===== src/rtl/flash_dec_pkg.sv =====
package flash_dec_pkg;

  typedef enum logic [1:0] {
    OP_NONE  = 2'd0,
    OP_PROG  = 2'd1,
    OP_PAGE  = 2'd2,
    OP_BLOCK = 2'd3
  } fop_e;

  typedef enum logic [1:0] {
    RG_NONE  = 2'd0,
    RG_PMAIN = 2'd1,
    RG_PINFO = 2'd2,
    RG_DATA  = 2'd3
  } region_e;

  localparam int CB_LP   = 0;
  localparam int CB_CWD  = 1;
  localparam int CB_RSV  = 2;
  localparam int CB_NOVF = 3;
  localparam int CB_IEN  = 4;
  localparam int CB_PE   = 5;
  localparam int CB_PER  = 6;
  localparam int CB_MER  = 7;

  localparam logic [7:0] BUSY_GUARD = 8'b1110_1011;

endpackage


===== src/rtl/fwd_cfg_regs.sv =====
module fwd_cfg_regs
  import flash_dec_pkg::*;
#(
  parameter int SEC_NUM = 16
) (
  input  logic               clk,
  input  logic               rst,
  input  logic               reg_wr,
  input  logic               reg_sel,
  input  logic [SEC_NUM-1:0] reg_wdata,
  input  logic               array_busy,
  output logic [7:0]         ctrl_q,
  output logic [SEC_NUM-1:0] sect_we_q,
  output logic               cfg_err
);

  logic [7:0] new_ctrl;
  logic       multi_mode;
  logic       busy_clash;
  logic       reject;

  always_comb begin
    new_ctrl         = reg_wdata[7:0];
    new_ctrl[CB_RSV] = 1'b0;
    multi_mode       = $countones(new_ctrl[CB_MER:CB_PE]) > 1;
    busy_clash       = array_busy && (((new_ctrl ^ ctrl_q) & BUSY_GUARD) != 8'h00);
    reject           = multi_mode || busy_clash;
  end

  always_ff @(posedge clk) begin
    if (rst) begin
      ctrl_q    <= '0;
      sect_we_q <= '0;
      cfg_err   <= 1'b0;
    end else begin
      cfg_err <= 1'b0;
      if (reg_wr && !reg_sel) begin
        if (reject) cfg_err <= 1'b1;
        else        ctrl_q  <= new_ctrl;
      end
      if (reg_wr && reg_sel) sect_we_q <= reg_wdata;
    end
  end

endmodule


===== src/rtl/fwd_addr_class.sv =====
module fwd_addr_class
  import flash_dec_pkg::*;
#(
  parameter int          ADDR_W      = 24,
  parameter int          SEC_NUM     = 16,
  parameter int unsigned SEC_BYTES   = 512,
  parameter int unsigned DATA_BASE   = 'h0E0000,
  parameter int unsigned PMAIN_BASE  = 'h000000,
  parameter int unsigned PMAIN_BYTES = 'h40000,
  parameter int unsigned INFO_BASE   = 'h0F0000,
  parameter int unsigned INFO_BYTES  = 'h400
) (
  input  logic [ADDR_W-1:0] addr,
  input  logic [SEC_NUM-1:0] sect_we,
  output region_e           region,
  output logic [ADDR_W-1:0] region_base,
  output logic              sect_ok
);

  localparam int unsigned DATA_BYTES = SEC_NUM * SEC_BYTES;
  localparam logic [ADDR_W-1:0] DATA_LO  = ADDR_W'(DATA_BASE);
  localparam logic [ADDR_W-1:0] PMAIN_LO = ADDR_W'(PMAIN_BASE);
  localparam logic [ADDR_W-1:0] INFO_LO  = ADDR_W'(INFO_BASE);

  logic [SEC_NUM-1:0] sec_hit;
  logic in_data, in_pmain, in_info;

  for (genvar n = 0; n < SEC_NUM; n++) begin : g_sec
    localparam logic [ADDR_W-1:0] SEC_LO = ADDR_W'(DATA_BASE + n * SEC_BYTES);
    assign sec_hit[n] = (addr - SEC_LO) < ADDR_W'(SEC_BYTES);
  end

  always_comb begin
    in_data  = (addr - DATA_LO)  < ADDR_W'(DATA_BYTES);
    in_pmain = (addr - PMAIN_LO) < ADDR_W'(PMAIN_BYTES);
    in_info  = (addr - INFO_LO)  < ADDR_W'(INFO_BYTES);
    sect_ok  = |(sec_hit & sect_we);
    if (in_data) begin
      region      = RG_DATA;
      region_base = DATA_LO;
    end else if (in_pmain) begin
      region      = RG_PMAIN;
      region_base = PMAIN_LO;
    end else if (in_info) begin
      region      = RG_PINFO;
      region_base = INFO_LO;
    end else begin
      region      = RG_NONE;
      region_base = '0;
    end
  end

endmodule


===== src/rtl/fwd_cmd_gen.sv =====
module fwd_cmd_gen
  import flash_dec_pkg::*;
#(
  parameter int          ADDR_W     = 24,
  parameter int unsigned PAGE_BYTES = 1024
) (
  input  logic              clk,
  input  logic              rst,
  input  logic              cpu_wr,
  input  logic [ADDR_W-1:0] cpu_addr,
  input  region_e           region,
  input  logic [ADDR_W-1:0] region_base,
  input  logic              sect_ok,
  input  logic              array_busy,
  input  logic              m_cwd,
  input  logic              m_novf,
  input  logic              m_pe,
  input  logic              m_per,
  input  logic              m_mer,
  output logic              cmd_valid,
  output fop_e              cmd_op,
  output logic [ADDR_W-1:0] cmd_addr,
  output logic              cmd_with_main,
  output logic              cmd_verify,
  output logic              prot_fault
);

  localparam logic [ADDR_W-1:0] WORD_MASK = ~ADDR_W'(1);
  localparam logic [ADDR_W-1:0] PAGE_MASK = ~ADDR_W'(PAGE_BYTES - 1);

  fop_e              n_op;
  logic [ADDR_W-1:0] n_addr;
  logic              n_main, n_fault, allowed;

  always_comb begin
    n_op    = OP_NONE;
    n_addr  = '0;
    n_main  = 1'b0;
    n_fault = 1'b0;
    allowed = !m_cwd && !array_busy && (region != RG_NONE) &&
              ((region != RG_DATA) || sect_ok);
    if (cpu_wr) begin
      if (!allowed) begin
        n_fault = 1'b1;
      end else if (m_pe) begin
        n_op   = OP_PROG;
        n_addr = cpu_addr & WORD_MASK;
      end else if (m_per) begin
        if (region != RG_PINFO) begin
          n_op   = OP_PAGE;
          n_addr = cpu_addr & PAGE_MASK;
        end
      end else if (m_mer) begin
        n_op   = OP_BLOCK;
        n_addr = region_base;
        n_main = (region == RG_PINFO);
      end else begin
        n_fault = 1'b1;
      end
    end
  end

  always_ff @(posedge clk) begin
    if (rst) begin
      cmd_valid     <= 1'b0;
      cmd_op        <= OP_NONE;
      cmd_addr      <= '0;
      cmd_with_main <= 1'b0;
      cmd_verify    <= 1'b0;
      prot_fault    <= 1'b0;
    end else begin
      cmd_valid     <= (n_op != OP_NONE);
      cmd_op        <= n_op;
      cmd_addr      <= n_addr;
      cmd_with_main <= n_main;
      cmd_verify    <= (n_op == OP_PROG) && !m_novf;
      prot_fault    <= n_fault;
    end
  end

endmodule


===== src/rtl/fwd_irq_gen.sv =====
module fwd_irq_gen (
  input  logic clk,
  input  logic rst,
  input  logic ien,
  input  logic buf_full,
  output logic irq
);

  logic full_d;

  always_ff @(posedge clk) begin
    if (rst) begin
      full_d <= 1'b0;
      irq    <= 1'b0;
    end else begin
      full_d <= buf_full;
      irq    <= ien && full_d && !buf_full;
    end
  end

endmodule


===== src/rtl/flash_wr_decoder.sv =====
module flash_wr_decoder
  import flash_dec_pkg::*;
#(
  parameter int          ADDR_W      = 24,
  parameter int          SEC_NUM     = 16,
  parameter int unsigned SEC_BYTES   = 512,
  parameter int unsigned PAGE_BYTES  = 1024,
  parameter int unsigned DATA_BASE   = 'h0E0000,
  parameter int unsigned PMAIN_BASE  = 'h000000,
  parameter int unsigned PMAIN_BYTES = 'h40000,
  parameter int unsigned INFO_BASE   = 'h0F0000,
  parameter int unsigned INFO_BYTES  = 'h400
) (
  input  logic               clk,
  input  logic               rst,
  input  logic               reg_wr,
  input  logic               reg_sel,
  input  logic [SEC_NUM-1:0] reg_wdata,
  output logic [7:0]         ctrl_q,
  output logic [SEC_NUM-1:0] sect_we_q,
  output logic               low_power,
  input  logic               cpu_wr,
  input  logic [ADDR_W-1:0]  cpu_addr,
  input  logic               array_busy,
  input  logic               buf_full,
  output logic               cmd_valid,
  output logic [1:0]         cmd_op,
  output logic [ADDR_W-1:0]  cmd_addr,
  output logic               cmd_with_main,
  output logic               cmd_verify,
  output logic               prot_fault,
  output logic               cfg_err,
  output logic               irq
);

  region_e           region;
  logic [ADDR_W-1:0] region_base;
  logic              sect_ok;
  fop_e              op_q;

  fwd_cfg_regs #(.SEC_NUM(SEC_NUM)) u_regs (
    .clk(clk), .rst(rst), .reg_wr(reg_wr), .reg_sel(reg_sel),
    .reg_wdata(reg_wdata), .array_busy(array_busy),
    .ctrl_q(ctrl_q), .sect_we_q(sect_we_q), .cfg_err(cfg_err)
  );

  fwd_addr_class #(
    .ADDR_W(ADDR_W), .SEC_NUM(SEC_NUM), .SEC_BYTES(SEC_BYTES),
    .DATA_BASE(DATA_BASE), .PMAIN_BASE(PMAIN_BASE), .PMAIN_BYTES(PMAIN_BYTES),
    .INFO_BASE(INFO_BASE), .INFO_BYTES(INFO_BYTES)
  ) u_class (
    .addr(cpu_addr), .sect_we(sect_we_q),
    .region(region), .region_base(region_base), .sect_ok(sect_ok)
  );

  fwd_cmd_gen #(.ADDR_W(ADDR_W), .PAGE_BYTES(PAGE_BYTES)) u_cmd (
    .clk(clk), .rst(rst), .cpu_wr(cpu_wr), .cpu_addr(cpu_addr),
    .region(region), .region_base(region_base), .sect_ok(sect_ok),
    .array_busy(array_busy),
    .m_cwd(ctrl_q[CB_CWD]), .m_novf(ctrl_q[CB_NOVF]), .m_pe(ctrl_q[CB_PE]),
    .m_per(ctrl_q[CB_PER]), .m_mer(ctrl_q[CB_MER]),
    .cmd_valid(cmd_valid), .cmd_op(op_q), .cmd_addr(cmd_addr),
    .cmd_with_main(cmd_with_main), .cmd_verify(cmd_verify),
    .prot_fault(prot_fault)
  );

  fwd_irq_gen u_irq (
    .clk(clk), .rst(rst), .ien(ctrl_q[CB_IEN]), .buf_full(buf_full), .irq(irq)
  );

  assign cmd_op    = op_q;
  assign low_power = ctrl_q[CB_LP];

endmodule


===== config.mk =====
export PLATFORM = sky130hd
export DESIGN_NAME = flash_wr_decoder
export DESIGN_NICKNAME = d
export VERILOG_FILES = /design/src/rtl/flash_dec_pkg.sv /design/src/rtl/fwd_cfg_regs.sv /design/src/rtl/fwd_addr_class.sv /design/src/rtl/fwd_cmd_gen.sv /design/src/rtl/fwd_irq_gen.sv /design/src/rtl/flash_wr_decoder.sv
export SDC_FILE = /design/constraint.sdc
export NUM_CORES = 1
export LEC_CHECK = 0
export ABC_CLOCK_PERIOD_IN_PS = 3600
export BUFFER_PORTS_ARGS = -buffer_cell sky130_fd_sc_hd__buf_2
export CAP_MARGIN = 10
export CELL_PAD_IN_SITES_DETAIL_PLACEMENT = 0
export CELL_PAD_IN_SITES_GLOBAL_PLACEMENT = 1
export CORE_MARGIN = 1.5
export CORE_UTILIZATION = 37
export CTS_CLUSTER_DIAMETER = 50
export DETAILED_ROUTE_END_ITERATION = 16
export PLACE_DENSITY_LB_ADDON = 0.15
export SLEW_MARGIN = 20
export SYNTH_ARGS = -nofsm -noshare
export SYNTH_HDL_FRONTEND = slang
export SYNTH_HIERARCHICAL = 1
export SYNTH_SLANG_ARGS = --single-unit

===== constraint.sdc =====
create_clock -name clk -period 3.6 [get_ports clk]
set_input_delay 0.36 -clock clk [delete_from_list [all_inputs] [get_ports clk]]
set_output_delay 0.36 -clock clk [all_outputs]
set_load 0.05 [all_outputs]

Word-level counts from Yosys, hierarchy flattened

Index checks and enable logic that the tools add are counted.

$add $sub $neg: 19
$lt $le $gt $ge: 20
Eq/ne operators: 4
Muxes and demuxes: 21
Bitwise logic cells: 7
Reductions and logical operators: 26

Operators with widths:

| operator                                             | number |
|---|---|
| subtractor 24 x 20 -> 24 bit, second input constant  | 17 |
| < comparator 24 x 10 -> 1 bit, second input constant | 16 |
| two-way mux 24 bit                                   | 6 |
| adder 32 x 1 -> 32 bit                               | 1 |
| > comparator 32 x 2 -> 1 bit, second input constant  | 1 |
| < comparator 24 x 11 -> 1 bit, second input constant | 1 |
| < comparator 24 x 14 -> 1 bit, second input constant | 1 |
| < comparator 24 x 19 -> 1 bit, second input constant | 1 |
| two-way mux 20 bit                                   | 1 |
| two-way mux 2 bit                                    | 9 |
| AND 16 bit                                           | 1 |
| OR reduction 16 bit                                  | 1 |
| logical AND 1 bit                                    | 9 |
| nonzero test 8 bit                                   | 1 |
| XOR 8 bit                                            | 1 |
| OR reduction 6 bit                                   | 1 |
| logical NOT 1 bit                                    | 5 |
| two-way mux 1 bit                                    | 5 |
| inverter 1 bit                                       | 5 |
| inequality test 2 bit, second input constant         | 2 |
| nonzero test 2 bit                                   | 2 |
| OR reduction 2 bit                                   | 2 |
| OR reduction 4 bit                                   | 1 |
| OR reduction 3 bit                                   | 1 |
| other kinds (5)                                      | 6 |

Bits in registers: 56
Output and inout bits: 57
Logic and storage cells: 109

Longest topological paths before layout

Word-level depth: 13
Mapped depth: 17

Modules after synthesis

Netlist, hierarchy kept.

By module, submodules not included:

| module           | times used | cells each | area an instance (um^2) | seq. area each (um^2) |
|---|---|---|---|---|
| fwd_addr_class   | 1          | 556        | 3450.8                  | 0.0 |
| fwd_cmd_gen      | 1          | 122        | 1212.4                  | 600.6 |
| fwd_cfg_regs     | 1          | 120        | 1043.5                  | 480.5 |
| fwd_irq_gen      | 1          | 4          | 61.3                    | 40.0 |
| flash_wr_decoder | 1          | 1          | 7.5                     | 0.0 |

Worst setup path after synthesis

Ideal clock, no wire load.

Path type: input port to flip-flop
Start: in cpu_addr[12]
End: reg u_cmd.cmd_addr[1]
Arrival time: 3510 ps
Path slack: -27 ps
Stages: 16
Buffers on the path: 3
Cell sequence: buf_2 inv_1 clkbuf_1 ha_1 nor3b_1 o21ai_0 a21oi_1 xnor2_1 a311oi_1 nand4_1 o311ai_1 or4_1 nand3b_1 o2111ai_2 buf_4 nor2_1

Elaborated cells between the ends (all ways): 53

RTL lines:

| what                                  | RTL line               | text |
|---|---|---|
| start, declared                       | flash_wr_decoder.sv:23 | `input logic [ADDR_W-1:0] cpu_addr,` |
| subtractor 24 x 20 -> 24 bit          | fwd_addr_class.sv:30   | `assign sec_hit[n] = (addr - SEC_LO) < ADDR_W'(SEC_BYTES);` |
| < comparator 24 x 10 -> 1 bit         | fwd_addr_class.sv:30   |  |
| AND 16 bit *                          | fwd_addr_class.sv:37   | `sect_ok = \|(sec_hit & sect_we);` |
| OR reduction 16 bit *                 | fwd_addr_class.sv:37   |  |
| via sect_ok                           | flash_wr_decoder.sv:38 | `logic sect_ok;` |
| logical OR 1 bit *                    | fwd_cmd_gen.sv:41      | `((region != RG_DATA) \|\| sect_ok);` |
| logical AND 1 bit *                   | fwd_cmd_gen.sv:40      | `allowed = !m_cwd && !array_busy && (region != RG_NONE) &&` |
| inverter 1 bit (no source line) *     | -                      |  |
| OR reduction 3 bit (no source line) * | -                      |  |
| end signal, assigned                  | fwd_cmd_gen.sv:74      | `cmd_addr <= n_addr;` |
| end, declared                         | fwd_cmd_gen.sv:22      | `output logic [ADDR_W-1:0] cmd_addr,` |

The timed path passes the listed nets; every way through them passes the cells marked *.
A chain may end at the register's enable or synchronous reset.

Worst setup path after layout

Start: in cpu_addr[14]
End: reg u_cmd.cmd_valid

Elaborated cells between the ends (all ways): 53

RTL lines:

| what                          | RTL line               | text |
|---|---|---|
| subtractor 24 x 20 -> 24 bit  | fwd_addr_class.sv:30   |  |
| < comparator 24 x 10 -> 1 bit | fwd_addr_class.sv:30   |  |
| AND 16 bit *                  | fwd_addr_class.sv:37   |  |
| OR reduction 16 bit *         | fwd_addr_class.sv:37   |  |
| via sect_ok                   | flash_wr_decoder.sv:38 |  |
| logical OR 1 bit *            | fwd_cmd_gen.sv:41      |  |
| logical AND 1 bit *           | fwd_cmd_gen.sv:40      |  |
| two-way mux 2 bit *           | fwd_cmd_gen.sv:43      | `if (!allowed) begin` |
| two-way mux 2 bit *           | fwd_cmd_gen.sv:42      | `if (cpu_wr) begin` |
| nonzero test 2 bit *          | fwd_cmd_gen.sv:72      | `cmd_valid <= (n_op != OP_NONE);` |
| end signal, assigned          | fwd_cmd_gen.sv:72      |  |
| end, declared                 | fwd_cmd_gen.sv:20      | `output logic cmd_valid,` |

Marks and branches as above.

==> impl_results.md <==
* Number of flops mapped to enable cells by yosys at 0
* Routed wire length at 26100 um
* Reg2Reg Setup Slack at 0.89 ns
* Critical-path cell list: buf_2 -> buf_4 -> or3_1 -> buf_4 -> a21oi_2 -> o21ai_0 -> xor2_1 -> a41oi_1 -> o311ai_1 -> or4_1 -> nand3b_1 -> buf_4 -> o211ai_1 -> a211oi_1
* First drt pass iteration count at 5
* PD cells at 246 nW/um^2
* Class of the worst hold path: in -> reg
* Synth top area cells: dfxtp_1 19%, a21oi_1 7.5%, xnor2_1 6.2%
* Leak at 3.09 nW
* Die width at 128 um
* First-pass GRT wire length at 39300 um
* Antenna cell count at 0
* Number of port buffers at 101
* Final TNS setup at 0 ns
* CP Capture Type: flop
* Worst-path fanout max at 4
* Reg2Reg Capture Point: u_cmd/cmd_addr[13]
* RSZ-0062 raised after global routing: no
* Avg WL per Cell at 22.2 um
* FF+latch count, synth at 56
* Initial core utilization at 0.380
* Die Y at 128 um
* Critical path's most frequent cell: buf_4
* Clock transition at path regs at 0.08 ns
* Mapped Avg Cell Area at 7.19 um^2
* Commonest cells post-synth: 86 x a21oi_1, 76 x nand2_1, 56 x dfxtp_1
* Initial antenna violation count at 0
* Global route total overflow at 0
* Outcome: completed
* MaxCap Viol Count at 0
* Slowest cell delay on critical path at 0.62 ns
* Number of global-route vias before repair at 6608
* Detailed Route Iter0 Violations at 560
* Period minus WS final at 3.44 ns
* Area grow syn2layout at 29.5%
* Largest net degree at the start of global routing at 37
* Global Route Usage Sum at 0.316
* Post-placement cell count at 1168
* Vias at 7025
* Worst ir drop on vdd at 0.277 mV
* CTS Buf Count at 5
* CTS tree: built
* Critical Path Start Type: primary input
* Slowest-stage cell, CP: or4_1
* Final worst path period share at 0.956
* FFs w/ async S/R, synth at 0
* Relative slew slack at 0.370
* Most frequent cell after synthesis: a21oi_1
* # IOs at 104
* FMAX at 0.291 GHz
* Synth area leader: dfxtp_1
* Worst Skew at 0.0151 ns
* Setup Crit Path Kind: in -> reg
* FF-to-FF Start: u_regs/sect_we_q[6]
* Worst-case reg-to-reg path depth at 11
* Critical Path AT at 3.62 ns
* # clock sinks at 56
* Detail Placement HPWL at 20700 um
* Synth Instances at 803
* Total Die Area at 16400 um^2
* Slew of the pin with the lowest slew margin at 0.943 ns
* Detail Route Antenna Nets at 0
* Fin. max-slew vios at 0
* H-tree Lvls at 2
* Synthesized area at 5780 um^2
* Layout cell share with drive strength beyond 1 at 0.300
* GP Congestion at 1.03
* WP data required at 3.77 ns
* Drt via density at 5.97
* Yosys top cell area share at 0.194
* Top_reg_cell synth: dfxtp_1
* Final setup vio count at 0
* Fraction of the yosys area taken by sequential cells at 0.194
* Final count of hold timing violations at 0
* Nets at 1048
* Core ar. at 15200 um^2
* CTS root buffer: clkbuf_16
* Netlist cell types at 76
* Rows at 45
* Critical path capture point: u_cmd/cmd_valid
* Clk_lat worst skew at 0.31 ns
* Residual DRC at 0
* Max clock buf depth at 2
* Crit path launch: cpu_addr[14]
* Non-Filler Instances at 1177
* Final Hold Slack at 0.263 ns
* Yosys warnings at 6
layer usage:
metal,GRT usage,up-vias,share of wire,wire length [um]
li1,-,3224,-,-
met1,0.419,3375,0.43,11100
met2,0.511,353,0.46,12100
met3,0.0488,73,0.075,1970
met4,0.129,0,0.038,988
met5,0,-,0,0
logic make-up after synthesis:
group / Yosys count / share of synthesized area
AO/OA/AOI/OAI: 234 / 0.262
XOR/XNOR: 77 / 0.118
adder cells (fa/ha/maj): 13 / 0.0282
buffers and inverters: 110 / 0.0997
flip-flops: 56 / 0.194
multiplexers: 10 / 0.0173
other: 2 / 0.00130
AND/OR/NAND/NOR: 301 / 0.279
state kept, by name, indices dropped and copies added, names as in the netlist, 2 cells and up:
signal,flops
u_regs/ctrl_q,7
u_cmd/cmd_addr,24
u_cmd/cmd_op,2
u_regs/sect_we_q,16
placed cells by master (no fill, tap or decap), drive strengths merged, types with 7 or more instances in the layout:
| cell type | Yosys | final |
|---|---|---|
| nand2b | 18 | 18 |
| a22oi | 25 | 25 |
| o31ai | 7 | 7 |
| nor4 | 17 | 17 |
| nor3 | 27 | 27 |
| nor2 | 50 | 50 |
| mux2i | 10 | 10 |
| xor2 | 35 | 35 |
| o21ai | 33 | 33 |
| nand4 | 20 | 20 |
| a21oi | 97 | 97 |
| ha | 13 | 13 |
| nor2b | 7 | 7 |
| dfxtp | 56 | 56 |
| inv | 14 | 17 |
| a31oi | 15 | 15 |
| o22ai | 7 | 7 |
| buf | 66 | 255 |
| conb | 2 | 21 |
| nand2 | 76 | 76 |
| and3 | 8 | 8 |
| and2 | 8 | 8 |
| nand3 | 31 | 31 |
| xnor2 | 42 | 42 |
| o2111ai | 9 | 9 |
worst max-delay path: cells and delay by family:
kind	cells	cell delay, ns
AO/OA/AOI/OAI	6	1.09
AND/OR/NAND/NOR	3	1.35
buffers and inverters	4	0.65
XOR/XNOR	1	0.17
cell type report:
class | instances | area, um^2
fillers | 1573 | 7720
multi-input cells | 656 | 4180
repair buffers | 255 | 1740
flip-flops and latches | 56 | 1120
well taps | 188 | 235
clock buffers | 5 | 125
inverters | 14 | 52.6
clock inverters | 3 | 28.8
metrics by stage:
stage | power (W) | area [um^2] | utilization | worst slack, ns
after floorplan | 0.00105 | 5850 | - | 0.122
after global placement | 0.00130 | 7290 | 0.479 | -0.424
after detailed placement | 0.00131 | 7290 | 0.479 | -0.348
after CTS | 0.00184 | 7440 | 0.490 | 0.0780
after global routing | 0.00192 | 7480 | 0.492 | 0.0284
final | 0.00184 | 7480 | 0.492 | 0.158
power by group:
part	internal, W	switching, W
clock network	0.000269	0.000258
registers	0.000631	0.0000132
logic	0.000256	0.000413
timing repair:
item / in CTS / in global routing
pin swaps: 0 / 1
setup buffers: 0 / 1
endpoints found under the setup margin: 13 / 28
gates cloned: 0 / 0
resized for setup: 1 / 9
hold buffers: 0 / 0
worst min path at each step:
stage	to	startpoint	depth (start not counted)
after global placement	u_regs/sect_we_q[10]	u_regs/sect_we_q[10]	2
after floorplan	u_cmd/cmd_valid	rst	1
after CTS	u_regs/cfg_err	reg_sel	2
after detailed placement	u_regs/sect_we_q[2]	u_regs/sect_we_q[2]	2
after global routing	u_regs/cfg_err	reg_sel	2
final	u_regs/cfg_err	reg_sel	2
Power figures use the tool's default switching activity.
